===== src/rtl/nvm_wrctl_pkg.sv =====
package nvm_wrctl_pkg;

    // register addresses
    localparam int ADR_CTRL = 0;
    localparam int ADR_KEY  = 1;
    localparam int ADR_FLAG = 2;

    // control register bit positions
    localparam int B_ERASE = 2;
    localparam int B_WREN  = 3;
    localparam int B_START = 4;
    localparam int B_ERR   = 5;
    localparam int B_IRQ   = 0;

    typedef enum logic [1:0] {
        OP_NONE        = 2'b00,
        OP_WRITE       = 2'b01,
        OP_ERASE       = 2'b10,
        OP_ERASE_WRITE = 2'b11
    } nvm_op_e;

    typedef enum logic [1:0] {
        KS_IDLE  = 2'b00,
        KS_HALF  = 2'b01,
        KS_ARMED = 2'b10
    } key_st_e;

    typedef struct packed {
        logic [1:0] region;
        logic       erase;
        logic       wren;
        logic       start;
        logic       err;
        logic       irq;
        logic       go;
    } ctl_t;

endpackage


===== src/rtl/nvm_key_seq.sv =====
module nvm_key_seq
    import nvm_wrctl_pkg::*;
#(
    parameter int            DW      = 8,
    parameter logic [DW-1:0] KEY_A   = 8'h55,
    parameter logic [DW-1:0] KEY_B   = 8'hAA
) (
    input  logic          clk,
    input  logic          por_n,
    input  logic          rst_n,
    input  logic          wr,
    input  logic          key_sel,
    input  logic [DW-1:0] wdata,
    output logic          armed
);

    key_st_e st_d, st_q;

    always_comb begin
        st_d = st_q;
        if (wr) begin
            if (!key_sel) begin
                st_d = KS_IDLE;
            end else if (wdata == KEY_A) begin
                st_d = KS_HALF;
            end else if (wdata == KEY_B && st_q == KS_HALF) begin
                st_d = KS_ARMED;
            end else begin
                st_d = KS_IDLE;
            end
        end
        if (!rst_n || !por_n) begin
            st_d = KS_IDLE;
        end
    end

    always_ff @(posedge clk) begin
        st_q <= st_d;
    end

    assign armed = (st_q == KS_ARMED);

endmodule


===== src/rtl/nvm_prog_timer.sv =====
module nvm_prog_timer #(
    parameter int CYCLES = 16
) (
    input  logic clk,
    input  logic por_n,
    input  logic rst_n,
    input  logic load,
    input  logic cancel,
    output logic done
);

    localparam int CW = (CYCLES > 2) ? $clog2(CYCLES) : 1;

    typedef struct packed {
        logic          run;
        logic [CW-1:0] cnt;
    } tm_t;

    tm_t tm_d, tm_q;

    always_comb begin
        tm_d = tm_q;
        if (load) begin
            tm_d.run = 1'b1;
            tm_d.cnt = CW'(CYCLES - 1);
        end else if (tm_q.run) begin
            if (cancel || tm_q.cnt == '0) begin
                tm_d.run = 1'b0;
            end else begin
                tm_d.cnt = tm_q.cnt - 1'b1;
            end
        end
        if (!rst_n || !por_n) begin
            tm_d = '0;
        end
    end

    always_ff @(posedge clk) begin
        tm_q <= tm_d;
    end

    assign done = tm_q.run && (tm_q.cnt == '0);

endmodule


===== src/rtl/nvm_op_decode.sv =====
module nvm_op_decode
    import nvm_wrctl_pkg::*;
(
    input  logic [1:0] region,
    input  logic       erase,
    output nvm_op_e    op
);

    always_comb begin
        if (region[0]) begin
            op = OP_WRITE;
        end else if (region[1]) begin
            op = erase ? OP_ERASE : OP_WRITE;
        end else begin
            op = OP_ERASE_WRITE;
        end
    end

endmodule


===== src/rtl/nvm_wrctl.sv =====
module nvm_wrctl
    import nvm_wrctl_pkg::*;
#(
    parameter int            PROG_CYCLES = 16,
    parameter int            DW          = 8,
    parameter int            ADDR_W      = 2,
    parameter logic [DW-1:0] KEY_FIRST   = 8'h55,
    parameter logic [DW-1:0] KEY_SECOND  = 8'hAA
) (
    input  logic              clk,
    input  logic              por_n,
    input  logic              rst_n,
    input  logic              reg_wr,
    input  logic [ADDR_W-1:0] reg_addr,
    input  logic [DW-1:0]     reg_wdata,
    output logic [DW-1:0]     reg_rdata,
    input  logic              abort,
    output logic              mem_go,
    output logic              mem_busy,
    output logic [1:0]        mem_region,
    output logic [1:0]        mem_op,
    output logic              nvm_irq
);

    localparam logic [ADDR_W-1:0] A_CTRL = ADDR_W'(ADR_CTRL);
    localparam logic [ADDR_W-1:0] A_KEY  = ADDR_W'(ADR_KEY);
    localparam logic [ADDR_W-1:0] A_FLAG = ADDR_W'(ADR_FLAG);

    ctl_t    st_d, st_q;
    logic    armed;
    logic    tm_done;
    logic    accept;
    logic    wr_ctrl;
    logic    wr_flag;
    nvm_op_e op;

    assign wr_ctrl = reg_wr && (reg_addr == A_CTRL);
    assign wr_flag = reg_wr && (reg_addr == A_FLAG);

    nvm_key_seq #(
        .DW    (DW),
        .KEY_A (KEY_FIRST),
        .KEY_B (KEY_SECOND)
    ) u_key (
        .clk     (clk),
        .por_n   (por_n),
        .rst_n   (rst_n),
        .wr      (reg_wr),
        .key_sel (reg_addr == A_KEY),
        .wdata   (reg_wdata),
        .armed   (armed)
    );

    assign accept = wr_ctrl && reg_wdata[B_START] && armed
                    && st_q.wren && !st_q.start && rst_n && por_n;

    nvm_prog_timer #(
        .CYCLES (PROG_CYCLES)
    ) u_timer (
        .clk    (clk),
        .por_n  (por_n),
        .rst_n  (rst_n),
        .load   (accept),
        .cancel (abort && st_q.start),
        .done   (tm_done)
    );

    nvm_op_decode u_dec (
        .region (st_q.region),
        .erase  (st_q.erase),
        .op     (op)
    );

    always_comb begin
        st_d    = st_q;
        st_d.go = 1'b0;

        if (wr_ctrl) begin
            if (!st_q.start) begin
                st_d.region = reg_wdata[1:0];
                st_d.erase  = reg_wdata[B_ERASE];
            end
            st_d.wren = reg_wdata[B_WREN];
            if (!reg_wdata[B_ERR]) begin
                st_d.err = 1'b0;
            end
            if (accept) begin
                st_d.start = 1'b1;
                st_d.go    = 1'b1;
            end
        end

        if (wr_flag && !reg_wdata[B_IRQ]) begin
            st_d.irq = 1'b0;
        end

        if (st_q.start && abort) begin
            st_d.start = 1'b0;
            st_d.err   = 1'b1;
        end else if (st_q.start && tm_done) begin
            st_d.start = 1'b0;
            st_d.irq   = 1'b1;
        end

        if (!rst_n) begin
            st_d     = '0;
            st_d.err = st_q.err | st_q.start;
        end
        if (!por_n) begin
            st_d = '0;
        end
    end

    always_ff @(posedge clk) begin
        st_q <= st_d;
    end

    always_comb begin
        reg_rdata = '0;
        if (reg_addr == A_CTRL) begin
            reg_rdata[1:0]     = st_q.region;
            reg_rdata[B_ERASE] = st_q.erase;
            reg_rdata[B_WREN]  = st_q.wren;
            reg_rdata[B_START] = st_q.start;
            reg_rdata[B_ERR]   = st_q.err;
        end else if (reg_addr == A_FLAG) begin
            reg_rdata[B_IRQ] = st_q.irq;
        end
    end

    assign mem_go     = st_q.go;
    assign mem_busy   = st_q.start;
    assign mem_region = st_q.region;
    assign mem_op     = op;
    assign nvm_irq    = st_q.irq;

endmodule


===== config.mk =====
export PLATFORM = sky130hd
export DESIGN_NAME = nvm_wrctl
export DESIGN_NICKNAME = d
export VERILOG_FILES = /design/src/rtl/nvm_wrctl_pkg.sv /design/src/rtl/nvm_key_seq.sv /design/src/rtl/nvm_prog_timer.sv /design/src/rtl/nvm_op_decode.sv /design/src/rtl/nvm_wrctl.sv
export SDC_FILE = /design/constraint.sdc
export NUM_CORES = 1
export LEC_CHECK = 0
export ABC_AREA = 1
export BUFFER_PORTS_ARGS = -buffer_cell sky130_fd_sc_hd__buf_2
export CAP_MARGIN = 20
export CORE_UTILIZATION = 25
export DETAILED_ROUTE_END_ITERATION = 16
export PLACE_DENSITY = 0.43
export SLEW_MARGIN = 20
export SYNTH_ARGS = -nofsm -noshare
export SYNTH_HDL_FRONTEND = slang
export SYNTH_HIERARCHICAL = 1
export SYNTH_SLANG_ARGS = --single-unit

===== constraint.sdc =====
create_clock -name clk -period 2.5 [get_ports clk]
set_input_delay 0.125 -clock clk [delete_from_list [all_inputs] [get_ports clk]]
set_output_delay 0.125 -clock clk [all_outputs]
set_load 0.02 [all_outputs]

# Word-level counts from Yosys, hierarchy flattened
# Cells that the tools add are included.
op_classes:
  addsub: 1
  eq_ne: 9
  muxes: 23
  n_bitwise: 4
  reduce_logical: 29
op_table:
  columns: ["op", "n"]
  rows:
  - ["$mux W5", 3]
  - ["$mux W2", 7]
  - ["$logic_and A1 B1 Y1", 13]
  - ["$mux W1", 11]
  - ["$reduce_and A2 Y1", 5]
  - ["$eq A8 B7 Y1 const B", 1]
  - ["$eq A8 B8 Y1 const B", 1]
  - ["$eq A2 B1 Y1 const B", 2]
  - ["$eq A2 B2 Y1 const B", 2]
  - ["$logic_not A1 Y1", 4]
  - ["$logic_not A4 Y1", 1]
  - ["$mux W4", 1]
  - ["$reduce_or A4 Y1", 1]
  - ["$sub A4 B1 Y4 const B", 1]
  - ["$mux W3", 1]
  - ["$ne A3 B1 Y1 const B", 1]
  - ["$ne A3 B2 Y1 const B", 1]
  - ["$not A1 Y1", 3]
  - ["$reduce_and A3 Y1", 1]
  - ["$logic_not A2 Y1", 1]
  - ["$logic_or A1 B1 Y1", 2]
  - ["$ne A2 B2 Y1 const B", 1]
  - ["$reduce_bool A2 Y1", 1]
  - ["$or A1 B1 Y1", 1]
totals:
  ff_bits: 15
  inputBits: 15

# Logic depth before layout (Yosys ltp)
logic_depth:
  ltp_word: 12
  depth_mapped: 8

# By module
# Netlist, hierarchy kept.
modules_own_cells:
  columns: ["module", "instances", "cells_per_inst", "area_each_um2", "seq_area_each_um2"]
  rows:
  - ["nvm_wrctl", 1, 72, 462.9, 160.2]
  - ["nvm_prog_timer", 1, 40, 316.6, 100.1]
  - ["nvm_key_seq", 1, 37, 180.2, 40.0]
  - ["nvm_op_decode", 1, 6, 23.8, 0.0]

# Worst setup path after synthesis
# No wires, ideal clock.
synth_path:
  path_kind: "reg-to-reg"
  from: "register st_q, in the netlist mem_busy"
  to: "register u_timer/tm_q[1] in the netlist's numbering"
  setup_time_ns: 0.066
  arrival_time_ns: 1.237
  setup_slack_ns: 1.197
  path_stages_with_launch: 8
  path_cell_list: "dfxtp_1 inv_2 nand3_4 nor3_1 clkinv_4 nand2_1 inv_2 a21oi_2"
synth_via:
  elab_chain_len: 6
  word_cells_on_any_way: 10
  cone_classes: "eq/ne (1); mux (1); reduce/logical (8)"
synth_lines:
  columns: ["item", "line", "text"]
  rows:
  - ["from (decl)", "nvm_wrctl.sv:29", "ctl_t st_d, st_q;"]
  - ["from (signal assigned)", "nvm_wrctl.sv:115", "st_q <= st_d;"]
  - ["$logic_not A1 Y1 *", null, null]
  - ["$logic_and A1 B1 Y1 * (3 in a row)", "nvm_wrctl.sv:55", "&& st_q.wren && !st_q.start && rst_n && por_n;"]
  - ["via accept", "nvm_wrctl.sv:32", "logic accept;"]
  - ["$ne A2 B2 Y1 (no line) or $reduce_bool A2 Y1 (tied branches)", null, null]
  - ["$reduce_and A2 Y1 (no line)", null, null]
  - ["to (signal assigned)", "nvm_prog_timer.sv:39", "tm_q <= tm_d;"]
  - ["to (decl)", "nvm_prog_timer.sv:19", "tm_t tm_d, tm_q;"]
# The timed path passes the listed nets; every way through them passes the cells marked *.
# A chain may end at the register's enable or synchronous reset.

# Final worst setup path
layout_path:
  from: "register u_key.st_q[1]"
  to: "register u_timer/tm_q[1] in the netlist's numbering"
layout_via:
  elab_chain_len: 8
  word_cells_on_any_way: 10
  cone_classes: "eq/ne (2); mux (1); reduce/logical (7)"
layout_lines:
  columns: ["item", "line", "text"]
  rows:
  - ["from (decl)", "nvm_key_seq.sv:17", "key_st_e st_d, st_q;"]
  - ["from (signal assigned)", "nvm_key_seq.sv:38", "st_q <= st_d;"]
  - ["$eq A2 B2 Y1 *", "nvm_key_seq.sv:41", "assign armed = (st_q == KS_ARMED);"]
  - ["via armed", "nvm_wrctl.sv:30", "logic armed;"]
  - ["$logic_and A1 B1 Y1 *", "nvm_wrctl.sv:54", "assign accept = wr_ctrl && reg_wdata[B_START] && armed"]
  - ["$logic_and A1 B1 Y1 * (4 in a row)", "nvm_wrctl.sv:55", null]
  - ["via accept", "nvm_wrctl.sv:32", null]
  - ["$ne A2 B2 Y1 (no line) or $reduce_bool A2 Y1 (tied branches)", null, null]
  - ["$reduce_and A2 Y1 (no line)", null, null]
# Marks and branches as above.

==> tab_implementation.tex <==
\begin{tabular}{lr}
\hline
Metric & Value \\
\hline
\multicolumn{2}{l}{\textbf{STA}} \\
Peak Freq & $\sim$0.7 GHz \\
Unrepaired setup endpoints after global routing & no \\
Setup total negative slack & 0 ns \\
Final setup vio count & 0 \\
Setup clock skew after layout & around 0.0022 ns \\
Time the final worst path needs with I/O delays and setup & around 1.4 ns \\
Final Hold Vio Count & 0 \\
Total count of max-transition violations in the final report & 0 \\
Crit share post-route & between 50\% and 60\% \\
\multicolumn{2}{l}{\textbf{Yosys}} \\
Post-synthesis instance area & slightly below 0.001 mm² \\
Fraction of the mapped netlist area in simple logic gates & 41.0\% \\
Area fraction in compound gates after synthesis & about 8\% \\
Xor and xnor area share after synthesis & 0.891\% \\
Mux cell area share after synthesis & 0\% \\
Top cell type's share of synthesized area & 30.5\% \\
Biggest area contributors in the synthesized netlist & sky130\_fd\_sc\_hd\_\_dfxtp\_1 (31\%), sky130\_fd\_sc\_hd\_\_nand2\_1 (13\%), sky130\_fd\_sc\_hd\_\_inv\_1 (9.9\%) \\
Netlist cell types & 24 \\
Share of synthesized area occupied by flip-flops and latches & between 30 and 40\% \\
Cell type with the largest total area after synthesis & sky130\_fd\_sc\_hd\_\_dfxtp\_1 \\
Adder-Cell Fraction of Synth Area & about 2.5\% \\
Seq cells post-synth & 15 \\
Per-instance average area after synthesis & between 6 and 7 µm² \\
Combinational family with the most area after synthesis & simple AND/OR/NAND/NOR gates \\
Yosys synthesis warning count & 6 \\
Number of instances in the synthesized netlist & around 160 \\
\multicolumn{2}{l}{\textbf{Min path}} \\
Path type of the worst min-delay path & in -> reg \\
\multicolumn{2}{l}{\textbf{Power}} \\
Leakage dissipation & 0.601 nW \\
Worst IR Drop VDD & roughly 0.23 mV \\
Sum of internal, switching and leakage power & 0.490 mW \\
Power per Cell Area & $\sim$410 mW/mm² \\
\multicolumn{2}{l}{\textbf{Place}} \\
Placed cell area & between 0.001 and 0.0015 mm² \\
GP Congestion & between 0.7 and 0.8 \\
IO Port Bufs & 27 \\
Cell count after placement & about 230 \\
Final HPWL DP & around 1900 µm \\
\multicolumn{2}{l}{\textbf{Final layout}} \\
Number of nets in the finished design & 201 \\
Final non-filler cell area & 0.00120 mm² \\
Final Instance Count excl. Fillers & approximately 230 \\
Antenna diode count & 0 \\
Synth-to-Final Area Change & 21.8\% \\
Proportion of layout cells with a drive suffix above 1 & about a quarter \\
\multicolumn{2}{l}{\textbf{CTS}} \\
Post-cts repair resize count & 0 \\
CTS tree & built \\
Number of buffers created by CTS & 3 \\
Number of hold buffers added after CTS & 0 \\
Clock net sink count & 15 \\
H-tree levels & 1 \\
Clock Path Buffers & 2 \\
Clock transition at the registers of the reported paths & $\sim$0.060 ns \\
Number of setup buffers added after CTS & 0 \\
Buffer type at the clock tree root & sky130\_fd\_sc\_hd\_\_clkbuf\_8 \\
Worst-Skew Late Latency & around 0.24 ns \\
\multicolumn{2}{l}{\textbf{Setup path}} \\
Crit Path Max Fanout & 5 \\
Type of destination of the critical path & flip-flop \\
Max stage delay on crit path & approximately 0.36 ns \\
Slowest cell on the critical path & sky130\_fd\_sc\_hd\_\_nor3\_1 \\
Critical path required time & between 2 and 3 ns \\
Arrival time of data at the critical path endpoint & 1.58 ns \\
Category of the most critical setup path & reg -> reg \\
Startpoint kind of the worst setup timing path & flip-flop \\
Kind of cell with the highest combined delay on the critical path & simple AND/OR/NAND/NOR gates \\
List of cells traversed by the critical path & inv\_1, nor2\_1, nand3\_1, nor3\_1, clkinv\_4, nand2\_1, o21ai\_1, a21oi\_2 \\
Buffers \& Inverters on Critical Path & 2 \\
\multicolumn{2}{l}{\textbf{Floorplanning}} \\
Die Wd & approximately 65 µm \\
\# rows & 22 \\
Number of top-level pins & 30 \\
Height of the chip & 64.7 µm \\
Effective utilization at floorplan & around a quarter \\
Area enclosed by the die boundary & between 0.004 and 0.005 mm² \\
Core Region & between 0.003 and 0.004 mm² \\
\multicolumn{2}{l}{\textbf{Drt}} \\
Number of iterations in the first detailed-routing pass & 4 \\
DRC violations left & 0 \\
Number of design-rule violations left by the first detailed-router iteration & 31 \\
Per-cell routed wire length & roughly 9.5 µm \\
Number of antenna-violating nets in the routed design & 0 \\
Wire length after detailed routing & around 2200 µm \\
Count of vias placed by the detailed router & 957 \\
Number of vias per cell after detailed routing & 4.14 \\
\multicolumn{2}{l}{\textbf{Global routing}} \\
Global routing usage summed across all routing layers & between 10\% and 20\% \\
GRT overflow & 0 \\
Largest net degree at the start of global routing & 9 \\
Vias in the first global route & 895 \\
First-pass GRT wire length & between 3000 and 4000 µm \\
Initial antenna violation count & 0 \\
\multicolumn{2}{l}{\textbf{Outcome}} \\
Status & complete, no violations \\
\multicolumn{2}{l}{\textbf{Job}} \\
Count of max-cap constraint violations & 0 \\
\hline
\end{tabular}
## routing by layer
metal / vias to the layer above / part of all wire, % / track usage (%)
li1: 520 / - / -
met1: 415 / 48 / 13.9
met2: 20 / 47 / 20.6
met3: 2 / 4.1 / 2.82
met4: 0 / 0.55 / 2.50
met5: - / 0 / 0
## cells in the mapped netlist (all sizes together)
cell type  count
inv           33
nand2         38
nor3           3
conb           1
buf            4
nand3         14
a31oi          2
dfxtp         15
o21ai          5
ha             2
nand4          1
xor2           1
nor2          28
clkinv         1
a21oi          7
## tightest hold or removal path: stages
cell,delay [ns]
sky130_fd_sc_hd__buf_2,0.12
sky130_fd_sc_hd__o21ai_0,0.07
sky130_fd_sc_hd__nor2_1,0.05
## sequential cells by signal, summed over array words and instances, names as in the netlist
register	cells
u_timer/tm_q	5
nvm_irq	1
u_key/st_q	2
mem_region	2
st_q	3
mem_busy	1
mem_go	1
## power by group
part           switching (mW)  leakage [nW]  internal, mW
sequential            0.00113         0.121         0.241
clock                  0.0773        0.0228         0.113
combinational          0.0384         0.457        0.0195
total                   0.117         0.601         0.373
## layout by cell type (no fill, tap or decap), drive strengths merged
master and count:
a31oi 2, o21ai 5, nor3 3, dfxtp 15, buf 27, nand2 38
ha 2, inv 33, clkbuf 4, a21oi 7, clkinv 1, nor2 28
xor2 1, conb 2, nand3 14, nand4 1
## metrics by stage
step	hold slack [ns]	utilization, %	setup slack, ns
floorplan	0.260	-	1.20
global placement	0.415	31.0	1.15
CTS	0.156	32.2	1.09
global route	0.173	32.2	0.926
detailed placement	0.415	31.0	1.10
finish	0.163	32.2	1.10
## final cells by class
type / instances / area (µm²)
Inverter: 34 / 133
Sequential cell: 15 / 300
Timing Repair Buffer: 27 / 135
Tap cell: 48 / 60.1
Multi-Input combinational cell: 103 / 524
Fill cell: 442 / 2520
Clock buffer: 4 / 45.0
## cells by family (layout without fill, tap and decap cells)
group | Yosys count | in the layout
DFF | 15 | 15
adders and majority gates | 2 | 2
xor gates and xnor gates | 1 | 1
other | 1 | 2
and+or+nand+nor | 84 | 84
buffers and inverters | 38 | 65
AOI/OAI and AO/OA | 14 | 14
## worst paths after layout
| path | to | start | cells after the start | slack (ns) |
|---|---|---|---|---|
| min reg2reg | st_q[4] | st_q[4] | 2 | 0.48 |
| min | st_q[2] | por_n | 3 | 0.16 |
| max reg2reg | u_timer/tm_q[1] | u_key/st_q[1] | 8 | 1.10 |
| max | u_timer/tm_q[1] | u_key/st_q[1] | 8 | 1.10 |
Power figures use the tool's default switching activity.
